[src/rtl/spi_reg_pkg.sv]
package spi_reg_pkg;
  typedef enum logic {
    OP_WR = 1'b0,
    OP_RD = 1'b1
  } op_e;
endpackage

[src/rtl/spi_sync.sv]
module spi_sync #(
  parameter int unsigned   W       = 1,
  parameter int unsigned   STAGES  = 2,
  parameter logic [W-1:0]  RST_VAL = '0
) (
  input  logic         clk_i,
  input  logic         rst_ni,
  input  logic [W-1:0] d_i,
  output logic [W-1:0] q_o
);
  logic [W-1:0] st [STAGES];

  for (genvar g = 0; g < STAGES; g++) begin : g_stage
    if (g == 0) begin : g_first
      always_ff @(posedge clk_i or negedge rst_ni)
        if (!rst_ni) st[g] <= RST_VAL;
        else         st[g] <= d_i;
    end else begin : g_next
      always_ff @(posedge clk_i or negedge rst_ni)
        if (!rst_ni) st[g] <= RST_VAL;
        else         st[g] <= st[g-1];
    end
  end

  assign q_o = st[STAGES-1];
endmodule

[src/rtl/spi_frame.sv]
module spi_frame
  import spi_reg_pkg::*;
#(
  parameter int unsigned CMD_W  = 8,
  parameter int unsigned DATA_W = 16,
  parameter int unsigned ADDR_W = 7
) (
  input  logic              clk_i,
  input  logic              rst_ni,
  input  logic              sclk_s_i,
  input  logic              cs_s_i,
  input  logic              mosi_s_i,
  input  logic [DATA_W-1:0] rd_data_i,
  output logic [ADDR_W-1:0] rd_addr_o,
  output logic              wr_en_o,
  output logic [ADDR_W-1:0] wr_addr_o,
  output logic [DATA_W-1:0] wr_data_o,
  output logic              miso_o,
  output logic              oe_o
);
  localparam int unsigned FRAME = CMD_W + DATA_W;
  localparam int unsigned CNT_W = $clog2(FRAME + 2);
  localparam logic [CNT_W-1:0] C_FRAME = CNT_W'(FRAME);
  localparam logic [CNT_W-1:0] C_SAT   = CNT_W'(FRAME + 1);
  localparam logic [CNT_W-1:0] C_CMD   = CNT_W'(CMD_W);
  localparam logic [CNT_W-1:0] C_CMD_M = CNT_W'(CMD_W - 1);

  logic              sclk_d, cs_d;
  logic [CNT_W-1:0]  cnt;
  logic [FRAME-1:0]  sh;
  logic [DATA_W-1:0] out_sh;
  logic              is_rd, miso_q, oe_q, we_q;
  logic [ADDR_W-1:0] wa_q;
  logic [DATA_W-1:0] wd_q;

  logic rise, fall, cs_fall, cs_rise, active;
  logic [CMD_W-1:0] cmd_next;

  assign rise     = sclk_s_i & ~sclk_d;
  assign fall     = ~sclk_s_i & sclk_d;
  assign cs_fall  = ~cs_s_i & cs_d;
  assign cs_rise  = cs_s_i & ~cs_d;
  assign active   = ~cs_s_i;
  assign cmd_next = {sh[CMD_W-2:0], mosi_s_i};
  assign rd_addr_o = cmd_next[ADDR_W-1:0];

  always_ff @(posedge clk_i or negedge rst_ni) begin
    if (!rst_ni) begin
      sclk_d <= 1'b0;
      cs_d   <= 1'b1;
      cnt    <= '0;
      sh     <= '0;
      out_sh <= '0;
      is_rd  <= 1'b0;
      miso_q <= 1'b0;
      oe_q   <= 1'b0;
      we_q   <= 1'b0;
      wa_q   <= '0;
      wd_q   <= '0;
    end else begin
      sclk_d <= sclk_s_i;
      cs_d   <= cs_s_i;
      oe_q   <= active;
      we_q   <= 1'b0;
      if (cs_fall) begin
        cnt    <= '0;
        sh     <= '0;
        out_sh <= '0;
        is_rd  <= 1'b0;
        miso_q <= 1'b0;
      end else if (cs_rise) begin
        // commit only on an exact-length write frame
        if (cnt == C_FRAME && op_e'(sh[FRAME-1]) == OP_WR) begin
          we_q <= 1'b1;
          wa_q <= sh[FRAME-2 -: ADDR_W];
          wd_q <= sh[DATA_W-1:0];
        end
        cnt    <= '0;
        is_rd  <= 1'b0;
        miso_q <= 1'b0;
      end else if (active) begin
        if (rise && cnt != C_SAT) begin
          cnt <= cnt + 1'b1;
          if (cnt < C_FRAME) sh <= {sh[FRAME-2:0], mosi_s_i};
          if (cnt == C_CMD_M && op_e'(cmd_next[CMD_W-1]) == OP_RD) begin
            is_rd  <= 1'b1;
            out_sh <= rd_data_i;
          end
        end
        if (fall && is_rd && cnt >= C_CMD && cnt < C_FRAME) begin
          miso_q <= out_sh[DATA_W-1];
          out_sh <= {out_sh[DATA_W-2:0], 1'b0};
        end
      end
    end
  end

  assign wr_en_o   = we_q;
  assign wr_addr_o = wa_q;
  assign wr_data_o = wd_q;
  assign oe_o      = oe_q;
  assign miso_o    = miso_q & oe_q;
endmodule

[src/rtl/spi_regfile.sv]
module spi_regfile #(
  parameter int unsigned NUM_REGS = 16,
  parameter int unsigned ADDR_W   = 7,
  parameter int unsigned REG_W    = 12,
  parameter int unsigned DATA_W   = 16
) (
  input  logic              clk_i,
  input  logic              rst_ni,
  input  logic              we_i,
  input  logic [ADDR_W-1:0] wa_i,
  input  logic [DATA_W-1:0] wd_i,
  input  logic [ADDR_W-1:0] ra_i,
  output logic [DATA_W-1:0] rd_o
);
  localparam int unsigned PAD   = DATA_W - REG_W;
  localparam int unsigned IDX_W = (NUM_REGS > 1) ? $clog2(NUM_REGS) : 1;

  logic [REG_W-1:0] mem [NUM_REGS];
  logic             w_ok, r_ok;
  logic [IDX_W-1:0] widx, ridx;

  assign w_ok = int'(wa_i) < NUM_REGS;
  assign r_ok = int'(ra_i) < NUM_REGS;
  assign widx = wa_i[IDX_W-1:0];
  assign ridx = ra_i[IDX_W-1:0];

  for (genvar g = 0; g < NUM_REGS; g++) begin : g_reg
    always_ff @(posedge clk_i or negedge rst_ni)
      if (!rst_ni) mem[g] <= '0;
      else if (we_i && w_ok && widx == IDX_W'(g)) mem[g] <= wd_i[REG_W-1:0];
  end

  assign rd_o = {{PAD{1'b1}}, (r_ok ? mem[ridx] : {REG_W{1'b0}})};
endmodule

[src/rtl/spi_reg_slave.sv]
module spi_reg_slave #(
  parameter int unsigned CMD_W    = 8,
  parameter int unsigned DATA_W   = 16,
  parameter int unsigned ADDR_W   = 7,
  parameter int unsigned REG_W    = 12,
  parameter int unsigned NUM_REGS = 16,
  parameter int unsigned SYNC_N   = 2
) (
  input  logic              clk_i,
  input  logic              rst_ni,
  input  logic              sclk_i,
  input  logic              cs_ni,
  input  logic              mosi_i,
  output logic              miso_o,
  output logic              miso_oe_o,
  output logic [ADDR_W-1:0] reg_addr_o,
  output logic [DATA_W-1:0] reg_wdata_o,
  output logic              reg_we_o
);
  logic              sclk_s, cs_s, mosi_s;
  logic [ADDR_W-1:0] rd_addr;
  logic [DATA_W-1:0] rd_data;

  spi_sync #(.W(3), .STAGES(SYNC_N), .RST_VAL(3'b010)) u_sync (
    .clk_i  (clk_i),
    .rst_ni (rst_ni),
    .d_i    ({sclk_i, cs_ni, mosi_i}),
    .q_o    ({sclk_s, cs_s, mosi_s})
  );

  spi_frame #(.CMD_W(CMD_W), .DATA_W(DATA_W), .ADDR_W(ADDR_W)) u_frame (
    .clk_i     (clk_i),
    .rst_ni    (rst_ni),
    .sclk_s_i  (sclk_s),
    .cs_s_i    (cs_s),
    .mosi_s_i  (mosi_s),
    .rd_data_i (rd_data),
    .rd_addr_o (rd_addr),
    .wr_en_o   (reg_we_o),
    .wr_addr_o (reg_addr_o),
    .wr_data_o (reg_wdata_o),
    .miso_o    (miso_o),
    .oe_o      (miso_oe_o)
  );

  spi_regfile #(.NUM_REGS(NUM_REGS), .ADDR_W(ADDR_W), .REG_W(REG_W), .DATA_W(DATA_W)) u_regs (
    .clk_i  (clk_i),
    .rst_ni (rst_ni),
    .we_i   (reg_we_o),
    .wa_i   (reg_addr_o),
    .wd_i   (reg_wdata_o),
    .ra_i   (rd_addr),
    .rd_o   (rd_data)
  );
endmodule

[config.mk]
export PLATFORM = sky130hd
export DESIGN_NAME = spi_reg_slave
export DESIGN_NICKNAME = d
export VERILOG_FILES = /design/src/rtl/spi_reg_pkg.sv /design/src/rtl/spi_sync.sv /design/src/rtl/spi_frame.sv /design/src/rtl/spi_regfile.sv /design/src/rtl/spi_reg_slave.sv
export SDC_FILE = /design/constraint.sdc
export NUM_CORES = 1
export LEC_CHECK = 0
export ABC_AREA = 1
export BUFFER_PORTS_ARGS = -buffer_cell sky130_fd_sc_hd__buf_2
export CORE_MARGIN = 10
export CORE_UTILIZATION = 40
export CTS_CLUSTER_SIZE = 16
export DETAILED_ROUTE_END_ITERATION = 10
export SLEW_MARGIN = 0
export SYNTH_ARGS = -nofsm -noshare
export SYNTH_HDL_FRONTEND = slang
export SYNTH_HIERARCHICAL = 1
export SYNTH_SLANG_ARGS = --single-unit
[constraint.sdc]
create_clock -name clk_i -period 2 [get_ports clk_i]
set_input_delay 0.2 -clock clk_i [delete_from_list [all_inputs] [get_ports clk_i]]
set_output_delay 0.2 -clock clk_i [all_outputs]
set_load 0.01 [all_outputs]
# After elaboration in Yosys (flattened, before gate mapping)
# Index checks and enable logic that the tools add are counted.
dict set report word_totals {
  register_bits 272
  in_bits 5
  output_inout_bits 26
  wordCells 136
}
dict set report op_classes {
  addsub 1
  order_cmp 5
  eq_ne 21
  n_mux 31
  bitwise 12
  n_reduce_logical 37
}
# cell n
set ops {}
lappend ops {{$mux W24} 5}
lappend ops {{$mux W16} 6}
lappend ops {{$bmux W12 S4} 1}
lappend ops {{$mux W12} 3}
lappend ops {{$eq A4 B4 Y1 const B} 8}
lappend ops {{$logic_and A1 B1 Y1} 23}
lappend ops {{$mux W5} 4}
lappend ops {{$eq A4 B3 Y1 const B} 4}
lappend ops {{$reduce_bool A3 Y1} 5}
lappend ops {{$lt A7 B5 Y1 const B} 2}
lappend ops {{$mux W1} 12}
lappend ops {{$eq A4 B2 Y1 const B} 2}
lappend ops {{$reduce_and A4 Y1} 2}
lappend ops {{$not A1 Y1} 6}
lappend ops {{$reduce_and A3 Y1} 2}
lappend ops {{$add A5 B1 Y5 const B} 1}
lappend ops {{$and A1 B1 Y1} 5}
lappend ops {{$eq A5 B3 Y1 const B} 1}
lappend ops {{$eq A5 B5 Y1 const B} 1}
lappend ops {{$ge A5 B4 Y1 const B} 1}
lappend ops {{$ge A5 B5 Y1 const B} 1}
lappend ops {{$lt A5 B5 Y1 const B} 1}
lappend ops {{$ne A5 B5 Y1 const B} 1}
lappend ops {{$not A4 Y5} 1}
lappend ops {{6 further kinds} 9}

# Longest topological paths before layout
# Gate-level depths: netlist of the first run.
dict set report depth {
  ltp_word 11
  depth_mapped 17
  mapped_depth_nobuf 13
}

# Cells and area by module
# The synthesis of the first run kept the hierarchy.
# mod instances cells_per_inst area_each_um2 seq_area_each_um2
set by_module_without_submodules {}
lappend by_module_without_submodules {spi_regfile 1 1235 9550.4 4804.6}
lappend by_module_without_submodules {spi_frame 1 425 3424.5 1853.0}
lappend by_module_without_submodules {spi_sync 1 9 175.2 152.6}

# Worst setup path after synthesis of the first run
# OpenSTA, ideal clock, no wires.
dict set report synth_timing {
  kind {register -> register}
  start {register u_sync.st, in the netlist u_sync/q_o[0]}
  end {register u_frame.out_sh[7]}
  setup_ps 116
  arrival_time_ps 1732
  t_required_ps 1884
  setup_slack_ps 151
  path_stages_with_launch 18
  path_buffers 5
  period_less_slack_ps 1849
  path_cell_list {dfrtp_1 -> buf_4 -> buf_4 -> buf_4 -> inv_2 -> buf_2 -> buf_2 -> nand2_1 -> nand3_1 -> nand3_1 -> nand3_1 -> a21oi_1 -> inv_1 -> nand2_1 -> nand2_1 -> nor2_1 -> nand2_1 -> nand2_1}
}
dict set report synth_via {
  elab_chain_len 11
  word_cells_on_any_way 12
  cone_classes {1 x order compare; 10 x mux; 1 x bitwise}
}
# element line_no
set synth_rtl {}
lappend synth_rtl {{start: declaration} spi_sync.sv:11} ;# logic [W-1:0] st [STAGES];
lappend synth_rtl {{start signal: indexed assignment} spi_sync.sv:21} ;# else st[g] <= st[g-1];
lappend synth_rtl {{$not A4 Y5 (implied by the code)} spi_regfile.sv:33} ;# assign rd_o = {{PAD{1'b1}}, (r_ok ? mem[ridx] : {REG_W{1'b0}})};
lappend synth_rtl {{$bmux W12 S4} spi_regfile.sv:33}
lappend synth_rtl {{$mux W12 (implied by the code) (2 in a row)} spi_regfile.sv:33}
lappend synth_rtl {{$mux W12 (*)} spi_regfile.sv:33}
lappend synth_rtl {{net rd_data[7]} spi_reg_slave.sv:22} ;# logic [DATA_W-1:0] rd_data;
lappend synth_rtl {{$mux W16 (*)} spi_frame.sv:85} ;# if (cnt == C_CMD_M && op_e'(cmd_next[CMD_W-1]) == OP_RD) begin
lappend synth_rtl {{$mux W16 (*)} spi_frame.sv:82} ;# if (rise && cnt != C_SAT) begin
lappend synth_rtl {{$mux W16 (*)} spi_frame.sv:90} ;# if (fall && is_rd && cnt >= C_CMD && cnt < C_FRAME) begin
lappend synth_rtl {{$mux W16 (*)} spi_frame.sv:81} ;# end else if (active) begin
lappend synth_rtl {{$mux W16 (*)} spi_frame.sv:71} ;# end else if (cs_rise) begin
lappend synth_rtl {{$mux W16 (*)} spi_frame.sv:65} ;# if (cs_fall) begin
lappend synth_rtl {{end signal: assignment} spi_frame.sv:87} ;# out_sh <= rd_data_i;
lappend synth_rtl {{end signal: assignment} spi_frame.sv:92} ;# out_sh <= {out_sh[DATA_W-2:0], 1'b0};
lappend synth_rtl {{end: declaration} spi_frame.sv:31} ;# logic [DATA_W-1:0] out_sh;
# The timed path passes the listed nets; every way through them passes the cells marked *. The select of a mux whose other input is x is not followed.
# A chain may end at the register's enable or synchronous reset.

# Worst setup path after layout of the first run
dict set report layout_timing {
  start {register u_sync.st, in the netlist u_sync/q_o[0]}
  end {register u_frame.out_sh[0]}
}
# Same word-level chain as after synthesis.

==> impl_results.md, run 1 <==
- Initial DRT Pass Iterations: 5
- Synth async-reset ratio: 100.0%
- CP Launch Type: register
- Clk_lat worst skew: 560 ps
- Grt ovf: 0
- Layout net count: ~1700
- Initial antenna violation count: 0
- Final setup fails: 0
- Layout Cells excl Fill: around 2100
- Metal-1 WL: 16.10 mm
- Post-synth EDFFs: 0
- Pwr/cell area: a little under 900 nW/um^2
- Fin Setup TNS: 0 ps
- Slew margin rel.: between 50% and 60%
- I/O Pins: 31
- Setup crit end kind: register
- Drc violations: 0
- Fin. Hold Viols: 0
- First-pass GRT wire length: 55.10 mm
- Root Buffer: clkbuf_16
- Peak Freq: approximately 0.54 GHz
- DRT antenna net count: 0
- Tmin final: roughly 1800 ps
- Initial Util: 40.52%
- Share of layout cells above drive strength 1: between 10% and 20%
- CP required: 2490 ps
- Placed Cells incl. Taps: slightly above 2000
- Status: complete, no violations
- Slew Limit Fails: 0
- Worst Hold Class: input port to asynchronous set/reset pin
- GRT Util Overall: between 10% and 20%
- Num rows: 66
- Final setup slack of the worst path: 150.4 ps
- Total power: about 0.013 W
- Mapped cell area: 13150 um^2
- Via count: about 11000
- RSZ-0062 raised after global routing: true
- CTS max path bufs: 3
- Avg Cell Area, Syn: a little under 8 um^2
- Count of cell types in the netlist: 32
- Worst-Margin Slew: between 600 and 700 ps
- Worst setup path startpoint: u_sync/q_o[0]
- Cell leakage power: approximately 7 nW
- Synth warn: 6
- Vias/cell: roughly 5
- Wire length per cell: approximately 16 um
- Worst Path Arrival: 2340 ps
- Max IR drop VDD: 0.0006622 V
- Fin crit share: between 90 and 100%
- Diode count: 0
- Reg-to-Reg Start: u_sync/q_o[0]
- CTS buffer count: 30
- Post-synthesis register bit count: around 270
- Die footprint: approximately 41000 um^2
- Die height: approximately 200 um
- Max-Cap Viols: 0
- CTS tree: built
- Met2 WL: ~15 mm
- Layout area overhead: 13.93%
- Layout Skew: approximately 8.8 ps
- Min Hold Slack: between 150 and 200 ps
- Die Width: 201.3 um
- Core ar.: roughly 32000 um^2
- Initial DRC Count: about 860
- Vias in the first global route: around 10000
- Metal3 WL: 1.649 mm
- Total wire length: around 34 mm
- IO Port Bufs: 30
- HPWL Detailed: ~21 mm
- H-tree depth: 1
- Post-Place Worst Slack: -23.28 ps
- CTS Sinks: around 270
- Slack of the worst reg-to-reg path: between 150 and 200 ps
- GP Congestion: roughly 0.8
- Kind of critical path: register to register
- Top routing layer used: met4
- Max FO, Critical Path: 18
- Largest net degree at the start of global routing: 61
- Main synth FF type: dfrtp_1
- Post-synthesis sequential area ratio: 51.79%
- Worst-path clk slew: 60 ps
- Post-Synthesis Cells: around 1700
## flip-flops by register name, indices dropped and copies added (netlist names), 3 cells and up
| register | cells |
|---|---|
| u_frame/wr_addr_o | 7 |
| u_regs/mem | 192 |
| u_frame/sh | 24 |
| u_frame/wr_data_o | 16 |
| u_sync/st | 3 |
| u_frame/cnt | 5 |
| u_frame/out_sh | 16 |
| u_sync/q_o | 3 |
## cell usage after synthesis, types with 2 or more instances
master / number / area share [%]
a21oi_1: 13 / 0.49
a21oi_2: 2 / 0.13
buf_1: 10 / 0.29
buf_2: 40 / 1.5
buf_4: 18 / 1.0
buf_6: 13 / 1.1
clkbuf_1: 35 / 1.0
dfrtp_1: 269 / 51
dfstp_2: 3 / 0.60
ha_1: 6 / 0.57
inv_1: 166 / 4.7
inv_2: 7 / 0.20
nand2_1: 609 / 17
nand2_2: 8 / 0.38
nand3_1: 153 / 5.8
nand3_2: 4 / 0.30
nand4_4: 3 / 0.49
nor2_1: 47 / 1.3
nor2_2: 3 / 0.14
nor2_4: 2 / 0.17
nor3_1: 2 / 0.076
o21ai_0: 162 / 6.2
o21ai_1: 49 / 1.9
o21ai_2: 37 / 2.5
## through the flow
step / cell area, um^2 / utilization [%]
6_report: 14980 / 46.16
5_1_grt: 14980 / 46.16
4_1_cts: 14940 / 46.03
3_5_place_dp: 13800 / 42.53
3_3_place_gp: 13800 / 42.53
2_1_floorplan: 13160 / -
## cells in the final DEF (no fill, tap or decap), types with 6 or more instances in the layout
cell,n
buf_12,17
o21ai_1,49
clkbuf_16,32
nand2_2,9
clkinv_2,11
dfrtp_1,267
inv_1,166
nand3_1,152
nor2_1,46
buf_2,29
buf_4,30
o21ai_2,37
nand2_1,608
inv_2,6
o21ai_0,162
a21oi_1,12
ha_1,6
## cell families after synthesis
group	synth area share, %
AND/OR/NAND/NOR	26.35
buffers and inverters	9.953
flip-flops	51.79
AO/OA/AOI/OAI	11.25
adder cells (fa/ha/maj)	0.5709
XOR/XNOR	0.06662
other	0.02852
## layout make-up
cell class | instances | area, um^2
Fill cell | 3205 | 17470
Tap cell | 442 | 553.0
Clock buffer | 34 | 807.0
Timing Repair Buffer | 83 | 823.3
Sequential cell | 272 | 6815
Inverter | 174 | 665.6
Clock inverter | 22 | 254.0
Multi-Input combinational cell | 1110 | 5064
## layer usage
metal / vias to the layer above / GRT usage, %
met2: 249 / 26.55
met5: - / 0
met1: 5063 / 22.51
met4: 0 / 4.671
li1: 5234 / -
met3: 44 / 2.217
## critical path: stages (launching register included)
cell,delay [ps]
dfrtp_4,530
inv_8,120
buf_12,170
nand2_1,60
nand2_1,70
nand2_1,80
nand3_1,100
nand3_1,70
a21oi_1,160
nand2_2,120
nor2_2,100
nand3_2,120
nand2_1,80
## path summary, 6_finish.rpt
kind	end	depth (start not counted)
worst max-delay path	u_frame/out_sh[0]	12
min in group clk_i	u_sync/st[3]	2
worst max register to register	u_frame/out_sh[0]	12
worst min register to register	u_sync/q_o[2]	0
worst min-delay path	u_regs/mem[1]	2
max in group asynchronous	u_sync/st[4]	3
## where the power goes
part | switching, W | internal, W | leakage, nW
sequential | 0.000118 | 0.00565 | 3.76
clock | 0.00232 | 0.00355 | 0.524
combinational | 0.000967 | 0.000484 | 2.81
total | 0.00341 | 0.00968 | 7.09
## what timing repair did
action,CTS,global route
endpoints found under the hold margin,204,0
gates cloned,1,1
setup buffers,0,0
hold buffers,4,0
endpoints found under the setup margin,1,5
gates resized for setup,1,6
Note: power is estimated with default switching activity, not from simulation.
==> inputs of run 2 (changes only) <==
Settings changed: PLACE_DENSITY_LB_ADDON set to 0.08.
Clock period 2 ns to 1.5 ns, I/O delays scaled along.
==> run 2 against run 1 <==
The flow now finishes with violations (setup timing); core utilization is 14 points higher; combinational power is 92% higher; fmax is 3.9% lower; design area is 31% higher; clock-buffer cell count is 19 higher; register-to-register slack worse by 580 ps; global-route usage is 4.5 points higher.
==> impl_results.md, run 2 (synthesis results as in run 1) <==
- Status: complete, but fails checks (was complete, no violations)
- CTS Sinks: 272 (unchanged)
- Fin. Hold Viols: 0 (unchanged)
- Layout area overhead: 49.53% (was 13.93%)
- Share of layout cells above drive strength 1: 39.86% (was 12.57%)
- Total wire length: 50.28 mm (was 33.67 mm)
- Fillers: 2766 (was 3205)
- Drc violations: 0 (unchanged)
- Wire length per cell: 21.79 um (was 15.76 um)
- Initial Util: 40.52% (unchanged)
- Worst-path clk slew: 50 ps (was 60 ps)
- Max-Cap Viols: 0 (unchanged)
- Max reg flops: 192 (unchanged)
- Placed Cells incl. Taps: 2146 (was 2075)
- CTS max path bufs: 3 (unchanged)
- DRT antenna net count: 0 (unchanged)
- Max FO, Critical Path: 13 (was 18)
- IO Port Bufs: 30 (unchanged)
- Biggest regs: u_regs/mem: 192 flops, u_frame/sh: 24 flops (unchanged)
- Vias/cell: 5.263 (was 4.956)
- Die footprint: 40530 um^2 (unchanged)
- CTS tree: built (unchanged)
- Tmin final: 1926 ps (was 1850 ps)
- Initial DRT Pass Iterations: 5 (unchanged)
- Commonest non-fill, non-tap cell in the layout: nand2_1 (unchanged)
- Via count: 12141 (was 10590)
- Commonest non-fill, non-tap cells in the layout: nand2_1 (414), dfrtp_1 (265), inv_1 (162), o21ai_2 (127), nand2_4 (119) (was nand2_1 (608), dfrtp_1 (267), inv_1 (166), o21ai_0 (162), nand3_1 (152))
- Die Width: 201.3 um (unchanged)
- Layout Cells excl Fill: 2307 (was 2137)
- Cell leakage power: 8.982 nW (was 7.094 nW)
- Largest net degree at the start of global routing: 44 (was 61)
- Num rows: 66 (unchanged)
- Clk_lat worst skew: 520 ps (was 560 ps)
- Initial antenna violation count: 1 (was 0)
- Grt ovf: 0 (unchanged)
- Die height: 201.3 um (unchanged)
- HPWL Detailed: 24.72 mm (was 21.12 mm)
- CTS buffer count: 34 (was 30)
- Worst Path Arrival: 2380 ps (was 2340 ps)
- Kind of critical path: register to register (unchanged)
- Peak Freq: 0.5193 GHz (was 0.5406 GHz)
- Core ar.: 32450 um^2 (unchanged)
- CP Launch Type: register (unchanged)
- Largest register by flop count: u_regs/mem (unchanged)
- Initial DRC Count: 928 (was 858)
- Layout Skew: 20.02 ps (was 8.759 ps)
- Setup crit end kind: register (unchanged)
- Fin crit share: 128.4% (was 92.48%)
- First-pass GRT wire length: 67.36 mm (was 55.10 mm)
- Final core utilization: 60.59% (was 46.16%)
- H-tree depth: 2 (was 1)
- Pwr/cell area: 946.1 nW/um^2 (was 873.9 nW/um^2)
- RSZ-0062 raised after global routing: true (unchanged)
- Final setup fails: 256 (was 0)
- Layout net count: 1850 (was 1682)
- Violated checks: setup timing
- Worst Hold Class: input port to asynchronous set/reset pin (unchanged)
- Post-Place Worst Slack: -430.5 ps (was -23.28 ps)
- Max IR drop VDD: 0.0009001 V (was 0.0006622 V)
- Vias in the first global route: 11471 (was 10044)
- Total power: 0.01860 W (was 0.01309 W)
- Slew Limit Fails: 0 (unchanged)
- Root Buffer: clkbuf_16 (unchanged)
- Final setup slack of the worst path: -425.6 ps (was 150.4 ps)
- GRT Util Overall: 20.94% (was 16.40%)
- I/O Pins: 31 (unchanged)
- GP Congestion: 0.8371 (was 0.7930)
- CP required: 1950 ps (was 2490 ps)
==> run 2: cell type report <==
cell class | instances | area (um^2) | share of cell area [%]
Clock inverter | 8 | 71.32 | 0.3627
Antenna cell | 1 | 2.502 | 0.01273
Sequential cell | 272 | 6818 | 34.67
Clock buffer | 53 | 1023 | 5.205
Timing Repair inverter | 1 | 11.26 | 0.05727
Tap cell | 442 | 553.0 | 2.812
Inverter | 174 | 685.7 | 3.487
Multi-Input combinational cell | 1110 | 7059 | 35.90
Timing Repair Buffer | 246 | 3440 | 17.49
==> run 2: worst paths after layout <==
kind | cells past startpoint | to | start | slack [ps]
setup reg to reg | 14 | u_frame/out_sh[11] | u_sync/q_o[0] | -430
setup / recovery | 14 | u_frame/out_sh[11] | u_sync/q_o[0] | -430
min in group clk_i | 2 | u_sync/st[4] | cs_ni | 270
max in group asynchronous | 3 | u_frame/cs_d | rst_ni | 730
hold / removal | 2 | u_regs/mem[157] | rst_ni | 130
hold reg to reg | 0 | u_sync/q_o[1] | u_sync/st[4] | 350
==> run 2: layer usage <==
metal  GRT usage [%]  wire (um)  part of all wire, %  up-vias
met1           28.32      22070                   44     6046
met3           3.807       3169                  6.3       89
met4           5.960       1475                  2.9        0
li1                -          -                    -     5618
met5               0          0                    0        -
met2           33.68      23560                   47      388
==> run 2: repair_timing <==
item / CTS / global route
buffers inserted: 34 / 16
endpoints found under the setup margin: 116 / 264
pin swaps: 14 / 32
hold buffers: 4 / 0
gates resized for setup: 209 / 498
gates cloned: 20 / 38
hold endpoints to repair: 272 / 0
==> run 2: report_power, final <==
group / total (W) / internal [W] / switching, W
logic: 0.00279 / 0.00110 / 0.00169
registers: 0.00769 / 0.00754 / 0.000153
clock network: 0.00813 / 0.00487 / 0.00326
total: 0.0186 / 0.0135 / 0.00510
==> run 2: per-stage QoR <==
stage	TNS (ps)	hold WS, ps	area [um^2]
after global routing	-62540	164.4	19660
after detailed placement	-10280	87.69	14740
after global placement	-9933	79.72	14740
final	-43750	129.3	19660
after CTS	-29490	145.8	17290
after floorplan	-5653	-145.6	13420
==> run 2: critical path: stages (launching register included) <==
cell	delay, ps
dfrtp_4	500
buf_12	160
buf_12	140
buf_12	140
nand2_1	70
nand3_1	70
nand3_1	120
nand3_2	110
a21oi_1	140
inv_1	50
nand2_1	60
nand2_1	40
nor2_1	120
nand2_1	60
nand2_1	60
==> inputs of run 3 (changes only) <==
Settings changed: SKIP_CTS_REPAIR_TIMING set to 1.
==> run 3 against run 2 <==
The run still ends with setup timing left; setup slack better by 20 ps; clock-buffer cell count is the same; global-route usage shrank 2.1 points; final cell count fell by 0.91%; critical path type unchanged; critical endpoint is now u_frame/out_sh[0]; largest power group unchanged.
==> impl_results.md, run 3 (synthesis results as in run 1) <==
- Diode count: 0 (was 1)
- Slack of the worst reg-to-reg path: -410 ps (was -430 ps)
- Initial DRC Count: 1004 (was 928)
- FF-to-FF End: u_frame/out_sh[0] (was u_frame/out_sh[11])
- Tmin final: 1905 ps (was 1926 ps)
- CTS buffer count: 34 (unchanged)
- Crit-path cells: clkinv_8, buf_6, clkbuf_16, nand2_1, nand3_1, nand3_2, nand3_2, a21oi_2, buf_4, nand2_1, nor2_1, nand3_1, nand2_1 (was buf_12, buf_12, buf_12, nand2_1, nand3_1, nand3_1, nand3_2, a21oi_1, inv_1, nand2_1, nand2_1, nor2_1, nand2_1, nand2_1)
- Placed Instance Area: 14740 um^2 (unchanged)
- Slew Limit Fails: 0 (unchanged)
- Die height: 201.3 um (unchanged)
- Worst Path Arrival: 2360 ps (was 2380 ps)
- H-tree depth: 2 (unchanged)
- Largest net degree at the start of global routing: 48 (was 44)
- Kind of critical path: register to register (unchanged)
- Commonest non-fill, non-tap cells in the layout: nand2_1 (429), dfrtp_1 (266), inv_1 (162), o21ai_2 (114), o21ai_1 (109) (was nand2_1 (414), dfrtp_1 (265), inv_1 (162), o21ai_2 (127), nand2_4 (119))
- Initial antenna violation count: 0 (was 1)
- Largest register by flop count: u_regs/mem (unchanged)
- Finished Cell Area: 19080 um^2 (was 19660 um^2)
- Die footprint: 40530 um^2 (unchanged)
- Initial Util: 40.52% (unchanged)
- Worst R2R Path Depth: 13 (was 14)
- Placed Cells incl. Taps: 2146 (unchanged)
- Max IR drop VDD: 0.0007921 V (was 0.0009001 V)
- Root Buffer: clkbuf_16 (unchanged)
- GP Congestion: 0.8371 (unchanged)
- CP max-delay cell: dfrtp_4 (unchanged)
- Fin Setup TNS: -31480 ps (was -43750 ps)
- Initial DRT Pass Iterations: 5 (unchanged)
- Fillers: 2853 (was 2766)
- Layout Cells excl Fill: 2286 (was 2307)
- Max FO, Critical Path: 10 (was 13)
- Violated checks: setup timing (unchanged)
- Share of layout cells above drive strength 1: 38.50% (was 39.86%)
- Clk_lat worst skew: 520 ps (about the same)
- Worst Hold Class: input port to asynchronous set/reset pin (unchanged)
- IO Port Bufs: 30 (unchanged)
- Layout area overhead: 45.10% (was 49.53%)
- Max-Cap Viols: 0 (unchanged)
- Num rows: 66 (unchanged)
- FF/Latch Area: 6817 um^2 (was 6818 um^2)
- CP required: 1960 ps (was 1950 ps)
- CP Launch Type: register (unchanged)
- Worst-path clk slew: 50 ps (about the same)
- Layout net count: 1830 (was 1850)
- GRT Util Overall: 18.89% (was 20.94%)
- Commonest non-fill, non-tap cell in the layout: nand2_1 (unchanged)
- Final setup fails: 239 (was 256)
- CTS tree: built (unchanged)
- CTS Sinks: 272 (unchanged)
- Die Width: 201.3 um (unchanged)
- Layout Skew: 17.22 ps (was 20.02 ps)
- CP max stage delay: 510 ps (was 500 ps)
- Max reg flops: 192 (unchanged)
- CTS max path bufs: 3 (unchanged)
- Reg-to-Reg Start: u_sync/q_o[0] (unchanged)
- Fin. Hold Viols: 0 (unchanged)
- DRT antenna net count: 0 (unchanged)
- Drc violations: 0 (unchanged)
- Grt ovf: 0 (unchanged)
- Pwr/cell area: 973.0 nW/um^2 (was 946.1 nW/um^2)
- Biggest regs: u_regs/mem: 192 flops, u_frame/sh: 24 flops (unchanged)
- Vias in the first global route: 10808 (was 11471)
- Via count: 11932 (was 12141)
- Peak Freq: 0.5248 GHz (was 0.5193 GHz)
- Core ar.: 32450 um^2 (unchanged)
- Setup crit end kind: register (unchanged)
- Vias/cell: 5.220 (was 5.263)
- I/O Pins: 31 (unchanged)
- Crit-path most repeated cell: nand2_1 (unchanged)
- Status: complete, but fails checks (unchanged)
- Worst Setup EP: u_frame/out_sh[0] (was u_frame/out_sh[11])
- Wire length per cell: 21.10 um (was 21.79 um)
- Cell leakage power: 8.749 nW (was 8.982 nW)
- RSZ-0062 raised after global routing: true (unchanged)
- Worst setup path startpoint: u_sync/q_o[0] (unchanged)
- Post-Place Worst Slack: -430.5 ps (unchanged)
- Final setup slack of the worst path: -405.4 ps (was -425.6 ps)
- First-pass GRT wire length: 61.58 mm (was 67.36 mm)
- HPWL Detailed: 24.72 mm (unchanged)
- Fin crit share: 127.0% (was 128.4%)
- Combined area of the multi-input logic cells: 6919 um^2 (was 7059 um^2)
- Total wire length: 48.23 mm (was 50.28 mm)
==> run 3: cell count changes in the layout (fill, tap and decap cells not counted), moves of 13 or more <==
| cell | before | now |
|---|---|---|
| buf_16 | 15 | 1 |
| nand2_1 | 414 | 429 |
| nand2_4 | 119 | 95 |
| nand3_1 | 92 | 76 |
| nand3_2 | 55 | 72 |
| o21ai_2 | 127 | 114 |
==> run 3: cell type report <==
cell class	count	area share, %
clock buffers	53	5.364
clock inverters	8	0.3738
well taps	442	2.898
flip-flops and latches	272	35.72
repair buffers	227	15.82
multi-input cells	1110	36.26
inverters	174	3.554
==> run 3: power by group <==
| group | internal, W | leakage, nW | total, W | switching [W] |
|---|---|---|---|---|
| registers | 0.00754 | 3.75 | 0.00770 | 0.000158 |
| logic | 0.00108 | 4.46 | 0.00278 | 0.00170 |
| clock network | 0.00486 | 0.539 | 0.00809 | 0.00322 |
| total | 0.0135 | 8.75 | 0.0186 | 0.00508 |
==> run 3: how the worst min path moves through the flow <==
stage	to	slack (ps)	depth (start not counted)
after floorplan	u_frame/cnt[0]	-150	0
after global placement	u_regs/mem[157]	80	1
after detailed placement	u_regs/mem[146]	90	1
after CTS	u_regs/mem[146]	-460	1
after global routing	u_regs/mem[178]	170	2
final	u_regs/mem[157]	130	2
==> run 3: stage by stage <==
stage                     total power, W  util (%)  hold WS, ps
after floorplan                 0.009008         -       -145.6
after global placement           0.01001     45.41        79.72
after detailed placement         0.01001     45.41        87.69
after CTS                        0.01814     48.79       -460.0
after global routing             0.01925     58.79        170.6
final                            0.01857     58.79        133.5
==> run 3: per-layer routing <==
| metal | GRT usage (%) | part of all wire [%] | up-vias |
|---|---|---|---|
| li1 | - | - | 5563 |
| met1 | 26.62 | 44 | 5888 |
| met2 | 29.94 | 47 | 397 |
| met3 | 2.811 | 6.3 | 84 |
| met4 | 4.537 | 2.8 | 0 |
| met5 | 0 | 0 | - |
==> run 3: worst max-delay path, delay by kind of cell, from the launching register on <==
| family | cells | cell delay, ps |
|---|---|---|
| buf+inv | 4 | 550 |
| compound gates | 1 | 130 |
| flops | 1 | 510 |
| simple gates | 8 | 650 |
